**src/rtl/fp_sub_sp.sv**
```systemverilog
module fp_sub_sp #(
  parameter bit FLUSH_SUBNORM = 1'b0
) (
  input  logic        clk,
  input  logic        rst_n,
  input  logic [31:0] op_x,
  input  logic [31:0] op_y,
  input  logic [1:0]  rnd_mode,
  output logic [31:0] diff_q,
  output logic        invalid_q
);

  localparam logic [1:0]  RM_NE = 2'd0;
  localparam logic [1:0]  RM_TZ = 2'd1;
  localparam logic [1:0]  RM_UP = 2'd2;
  localparam logic [1:0]  RM_DN = 2'd3;
  localparam logic [31:0] QNAN_DFLT = 32'h7FC0_0000;
  localparam logic [31:0] QUIET_BIT = 32'h0040_0000;

  function automatic logic [4:0] lzc27(input logic [26:0] v);
    logic [4:0] n;
    n = 5'd27;
    for (int i = 0; i < 27; i++)
      if (v[i]) n = 5'(26 - i);
    return n;
  endfunction

  function automatic logic [26:0] shr_st(input logic [26:0] v, input logic [10:0] s);
    logic [26:0] mask;
    if (s >= 11'd27) return {26'd0, |v};
    mask = (27'd1 << s) - 27'd1;
    return (v >> s) | {26'd0, |(v & mask)};
  endfunction

  function automatic logic [34:0] unpack(input logic [7:0] e, input logic [22:0] f);
    logic [4:0] n;
    if (e != 8'd0) return {3'b000, e, 1'b1, f};
    n = lzc27({1'b0, f, 3'b000});
    return {11'(11'd1 - {6'd0, n}), 24'({1'b0, f} << n)};
  endfunction

  function automatic logic [31:0] pack(input logic s, input logic signed [10:0] e_in,
                                       input logic [26:0] m_in, input logic [1:0] rm);
    logic signed [10:0] e;
    logic [26:0] m;
    logic        den, g, st, inc, to_inf;
    logic [24:0] k;
    logic [22:0] frac;
    e = e_in;
    m = m_in;
    den = 1'b0;
    if (e < 11'sd1) begin
      m = shr_st(m, 11'(11'sd1 - e));
      den = 1'b1;
      e = 11'sd0;
    end
    g  = m[2];
    st = |m[1:0];
    case (rm)
      RM_NE:   inc = g & (st | m[3]);
      RM_TZ:   inc = 1'b0;
      RM_UP:   inc = ~s & (g | st);
      default: inc = s & (g | st);
    endcase
    k = {1'b0, m[26:3]} + {24'd0, inc};
    if (den) return {s, 7'd0, k[23], k[22:0]};
    if (k[24]) begin
      e = e + 11'sd1;
      frac = k[23:1];
    end else begin
      frac = k[22:0];
    end
    if (e >= 11'sd255) begin
      to_inf = (rm == RM_NE) || (rm == RM_UP && !s) || (rm == RM_DN && s);
      return to_inf ? {s, 8'hFF, 23'd0} : {s, 8'hFE, {23{1'b1}}};
    end
    return {s, e[7:0], frac};
  endfunction

  wire xs = op_x[31];
  wire ys = op_y[31];
  wire x_emax = &op_x[30:23];
  wire y_emax = &op_y[30:23];
  wire x_ezero = op_x[30:23] == 8'd0;
  wire y_ezero = op_y[30:23] == 8'd0;
  wire x_fnz = |op_x[22:0];
  wire y_fnz = |op_y[22:0];

  wire x_nan  = x_emax & x_fnz;
  wire y_nan  = y_emax & y_fnz;
  wire x_snan = x_nan & ~op_x[22];
  wire y_snan = y_nan & ~op_y[22];
  wire x_qnan = x_nan & op_x[22];
  wire y_qnan = y_nan & op_y[22];
  wire x_inf  = x_emax & ~x_fnz;
  wire y_inf  = y_emax & ~y_fnz;
  wire x_zero = x_ezero & (~x_fnz | FLUSH_SUBNORM);
  wire y_zero = y_ezero & (~y_fnz | FLUSH_SUBNORM);
  wire [31:0] x_val = x_zero ? {xs, 31'd0} : op_x;

  logic [34:0]        ux, uy;
  logic signed [10:0] ex, ey, eg;
  logic [26:0]        mx, my, ma, mb, mg, dif;
  logic [27:0]        sum;
  logic [4:0]         nsh;
  logic               sb, sg;
  logic [31:0]        gen, res;
  logic               inv;

  always_comb begin
    ux  = unpack(op_x[30:23], op_x[22:0]);
    uy  = unpack(op_y[30:23], op_y[22:0]);
    ex  = $signed(ux[34:24]);
    ey  = $signed(uy[34:24]);
    mx  = {ux[23:0], 3'b000};
    my  = {uy[23:0], 3'b000};
    sb  = ~ys;
    sum = 28'd0;
    dif = 27'd0;
    nsh = 5'd0;
    mg  = 27'd0;
    sg  = xs;
    gen = 32'd0;
    if (ex >= ey) begin
      ma = mx;
      mb = shr_st(my, 11'(ex - ey));
      eg = ex;
    end else begin
      ma = shr_st(mx, 11'(ey - ex));
      mb = my;
      eg = ey;
    end
    if (xs == sb) begin
      sum = {1'b0, ma} + {1'b0, mb};
      if (sum[27]) begin
        mg = {sum[27:2], |sum[1:0]};
        eg = eg + 11'sd1;
      end else begin
        mg = sum[26:0];
      end
      gen = pack(sg, eg, mg, rnd_mode);
    end else begin
      if (ma >= mb) begin
        dif = ma - mb;
        sg  = xs;
      end else begin
        dif = mb - ma;
        sg  = sb;
      end
      if (dif == 27'd0) begin
        gen = {rnd_mode == RM_DN, 31'd0};
      end else begin
        nsh = lzc27(dif);
        mg  = dif << nsh;
        eg  = eg - $signed({6'd0, nsh});
        gen = pack(sg, eg, mg, rnd_mode);
      end
    end
  end

  always_comb begin
    inv = 1'b0;
    res = gen;
    if (x_snan) begin
      res = op_x | QUIET_BIT;
      inv = 1'b1;
    end else if (y_snan) begin
      res = op_y | QUIET_BIT;
      inv = 1'b1;
    end else if (x_qnan) begin
      res = op_x;
    end else if (y_qnan) begin
      res = op_y;
    end else if (x_inf && y_inf) begin
      if (xs != ys) res = op_x;
      else begin
        res = QNAN_DFLT;
        inv = 1'b1;
      end
    end else if (y_inf) begin
      res = {~ys, 8'hFF, 23'd0};
    end else if (x_inf) begin
      res = op_x;
    end else if (x_zero && y_zero) begin
      res = (xs != ys) ? x_val : {rnd_mode == RM_DN, 31'd0};
    end else if (y_zero) begin
      res = x_val;
    end else if (x_zero) begin
      res = {~ys, op_y[30:0]};
    end
  end

  always_ff @(posedge clk or negedge rst_n) begin
    if (!rst_n) begin
      diff_q    <= 32'd0;
      invalid_q <= 1'b0;
    end else begin
      diff_q    <= res;
      invalid_q <= inv;
    end
  end


  invalid_gives_quiet_nan_chk: assert property (@(posedge clk) disable iff (!rst_n)
    invalid_q |-> (diff_q[30:23] == 8'hFF) && diff_q[22]);


  no_spurious_invalid_chk: assert property (@(posedge clk) disable iff (!rst_n)
    (!x_nan && !y_nan && !(x_inf && y_inf)) |=> !invalid_q);


  quiet_x_passthru_chk: assert property (@(posedge clk) disable iff (!rst_n)
    (x_qnan && !y_snan) |=> diff_q == $past(op_x));


  finite_minus_inf_chk: assert property (@(posedge clk) disable iff (!rst_n)
    (y_inf && !x_emax) |=> diff_q == {~$past(op_y[31]), 8'hFF, 23'd0});


  self_cancel_sign_chk: assert property (@(posedge clk) disable iff (!rst_n)
    (op_x == op_y && !x_emax) |=> diff_q == {$past(rnd_mode) == RM_DN, 31'd0});

endmodule

```
**config.mk**
```make
export PLATFORM = sky130hd
export DESIGN_NAME = fp_sub_sp
export DESIGN_NICKNAME = d
export VERILOG_FILES = /design/src/rtl/fp_sub_sp.sv
export SDC_FILE = /design/constraint.sdc
export NUM_CORES = 1
export LEC_CHECK = 0
export ABC_AREA = 1
export BUFFER_PORTS_ARGS = -buffer_cell sky130_fd_sc_hd__buf_2
export CAP_MARGIN = 0
export CORE_MARGIN = 2
export CORE_UTILIZATION = 25
export CTS_CLUSTER_SIZE = 28
export DETAILED_ROUTE_END_ITERATION = 12
export PLACE_DENSITY_LB_ADDON = 0.3
export SETUP_SLACK_MARGIN = 0.4
export SYNTH_ARGS = -nofsm -noshare
export SYNTH_HDL_FRONTEND = slang
export SYNTH_SLANG_ARGS = --single-unit
```
**constraint.sdc**
```tcl
create_clock -name clk -period 0.8 [get_ports clk]
set_input_delay 0.04 -clock clk [delete_from_list [all_inputs] [get_ports clk]]
set_output_delay 0.04 -clock clk [all_outputs]
set_load 0.05 [all_outputs]
```
==> impl_metrics.tcl <==
set metrics [dict create \
    clockRootBuffer "clkbuf_16" \
    diodes 0 \
    synth_xor_area_share_pct 3.934 \
    nNetsFinal 7597 \
    slowest_stage "fa_2" \
    die_y_um 339.3 \
    htreeDepth 2 \
    maxSlewViolCount 0 \
    syn_area_mm2 0.02811 \
    overflow 0 \
    rsz0062_at_grt "yes" \
    io_buffers 100 \
    synth_area_leaders "nand2_1, nand3_1, inv_1" \
    post-route-drc-count 0 \
    antenna_found_initial 4 \
    synth-compound-area-share_pct 18.90 \
    fin_crit_ps 14340 \
    drt_first_pass_iters 6 \
    yosysUniqueCellTypes 82 \
    postLayoutCellArea_mm2 0.04761 \
    die_w_um 339.3 \
    synth.mux.area_fraction_pct 0.1780 \
    antenna_left 0 \
    slowest_delay_ps 430 \
    seq_area_um2 865.8 \
    critPathCaptureType "register" \
    period_share_pct 1792 \
    vias_per_cell 5.115 \
    crit_top_cell "nand2_1" \
    violations "hold timing, setup timing" \
    setup_violations 66 \
    preCtsSetupSlack_ps -14430 \
    met2_usage_pct 46.49 \
    ir_drop_mv 3.846 \
    synth-edff-count 0 \
    pwr_density_cell_mw_per_mm2 3234 \
    synthSimpleGateAreaFrac_pct 54.22 \
    synth_seq_cells 33 \
    synthArstFlopShare_pct 100.0 \
    p_leak_nw 24.83 \
    io_pins 101 \
    hold_slack_ps -286.7 \
    grt.total_usage_pct 28.02 \
    grt.busiest_layer "met2" \
    syn_nets 5777 \
    grt_pass1_vias 42400 \
    hold_viol 33 \
    clockBufferDepth 2 \
    synth_top_family_by_area "simple AND/OR/NAND/NOR gates" \
    setup_slack_ps -13540 \
    outcome "finished with violations" \
    crit_fanout 8 \
    gp_routability_congestion 1.050 \
    layout_commonest_cell "buf_4" \
    finalWirelength_mm 172.4 \
    areaGrowthSynthToFinish_pct 69.36 \
    use_met3_pct 2.375 \
    critPathLaunchType "input pin" \
    arrival_ps 14540 \
    synthDominantCellAreaShare_pct 20.73 \
    yosysSeqAreaShare_pct 2.937 \
    cts_tree "built" \
    cap_violations 0 \
    dieArea_mm2 0.1152 \
    syn-mean-instance-area_um2 5.035 \
    wl_per_cell_um 19.36 \
    hold_class "in -> async" \
    detail_route.iter0.violations 4624 \
    synthCells 5584 \
    totalPowerFinal_w 0.1540 \
    grt_pass1_wl_mm 253.7 \
    max_freq_mhz 69.75 \
    synth_ff_type "dfrtp_1" \
    fin_util_pct 42.50 \
    clkSlewWorstSetupHoldPaths_ps 60 \
    placed_area_mm2 0.04436 \
    num_rows 123 \
    hpwlAfterDp_mm 145.0 \
    worst-setup-path-type "in -> reg" \
    multi_input_area_mm2 0.02572 \
    fillers 12440 \
    core-area_mm2 0.1120 \
    cp.required_ps 1000 \
    start_util_pct 25.09 \
    final_layout_size_suffix_gt1_share_pct 37.97 \
    tightestPinTransition_ps 628.7 \
    vias 45550 \
    grt_start_max_net_pins 56 \
    yosys_warnings 0 \
    synth_top_area_cell "nand2_1" \
    met1_usage_pct 37.57 \
    slew_headroom_pct 58.08 \
    layout_common_cells "buf_4, nand2_1, nand3_1" \
    cts_sinks 33 \
    synth_adder_area_share_pct 5.670 \
    numCtsBuffers 5 \
]
[final timing paths]
| check | from | slack [ps] | end |
|---|---|---|---|
| worst max-delay path | op_y[2] | -13540 | diff_q[5] |
| worst min-delay path | rst_n | -290 | diff_q[16] |
| max in group asynchronous | rst_n | 890 | diff_q[2] |
| min in group clk | op_x[4] | 110 | diff_q[4] |
[timing repair]
item	CTS	global route
pin swaps	39	161
setup endpoints to repair	66	66
gates resized for setup	185	421
setup buffers	12	71
hold endpoints to repair	33	33
gates cloned	1	9
[synthesized netlist by cell type, types with 14 or more instances]
cell type	count
clkbuf_1	150
nand3_2	17
o211ai_1	33
nand4_1	130
o22ai_1	39
nand2_1	1553
nor2_1	480
nand3_1	976
clkinv_1	21
or2_2	18
o21ai_0	285
o21ai_2	14
a31oi_1	26
o21ai_1	76
nor2_4	18
o221ai_1	35
nand2_2	40
a211oi_1	15
o21a_1	18
inv_1	660
buf_1	26
nor3_1	76
o2111ai_1	14
nor2_2	26
xor2_1	90
nor4_1	17
a21oi_1	256
dfrtp_1	33
inv_2	60
ha_1	121
buf_6	15
xnor2_1	27
buf_2	49
[power breakdown]
group          switching, W  internal, W
registers          0.000509      0.00259
clock network      0.000802      0.00114
logic                0.0857       0.0632
[through the flow]
step	setup TNS (ps)	std cells
2_1_floorplan	-398080	5584
3_3_place_gp	-451850	8804
3_5_place_dp	-454920	8804
4_1_cts	-422250	8825
5_1_grt	-457250	8905
6_report	-426860	8905
[per-layer routing]
layer,wire length (um),vias to the layer above
met2,78850,1841
met1,73660,21180
met3,11770,341
li1,-,22190
met4,8137,2
met5,12,-
[final cells by class]
| class | instances | area share, % |
|---|---|---|
| clock inverters | 3 | 0.03679 |
| well taps | 1500 | 3.942 |
| inverters | 743 | 6.057 |
| repair buffers | 2063 | 33.83 |
| flip-flops and latches | 33 | 1.818 |
| multi-input cells | 4556 | 54.03 |
| clock buffers | 5 | 0.2628 |
| repair inverters | 2 | 0.02365 |
[cells by family (layout without fill, tap and decap cells)]
| group | Yosys count | in the layout |
|---|---|---|
| buffers and inverters | 997 | 2816 |
| AO/OA/AOI/OAI | 899 | 899 |
| AND/OR/NAND/NOR | 3403 | 3405 |
| flip-flops | 33 | 33 |
| adder cells (fa/ha/maj) | 125 | 125 |
| multiplexers | 5 | 5 |
| XOR/XNOR | 122 | 122 |
[critical path, delay by kind of cell]
family | cells | cell delay, ps
adders and majority gates | 5 | 1370
xor gates and xnor gates | 3 | 730
buffers and inverters | 26 | 2750
AOI/OAI and AO/OA | 18 | 3290
and+or+nand+nor | 56 | 6250
[registers in the layout, indices dropped and copies added, names as in the netlist]
| name | cells |
|---|---|
| invalid_q | 1 |
| diff_q | 32 |
Power figures use the tool's default switching activity.
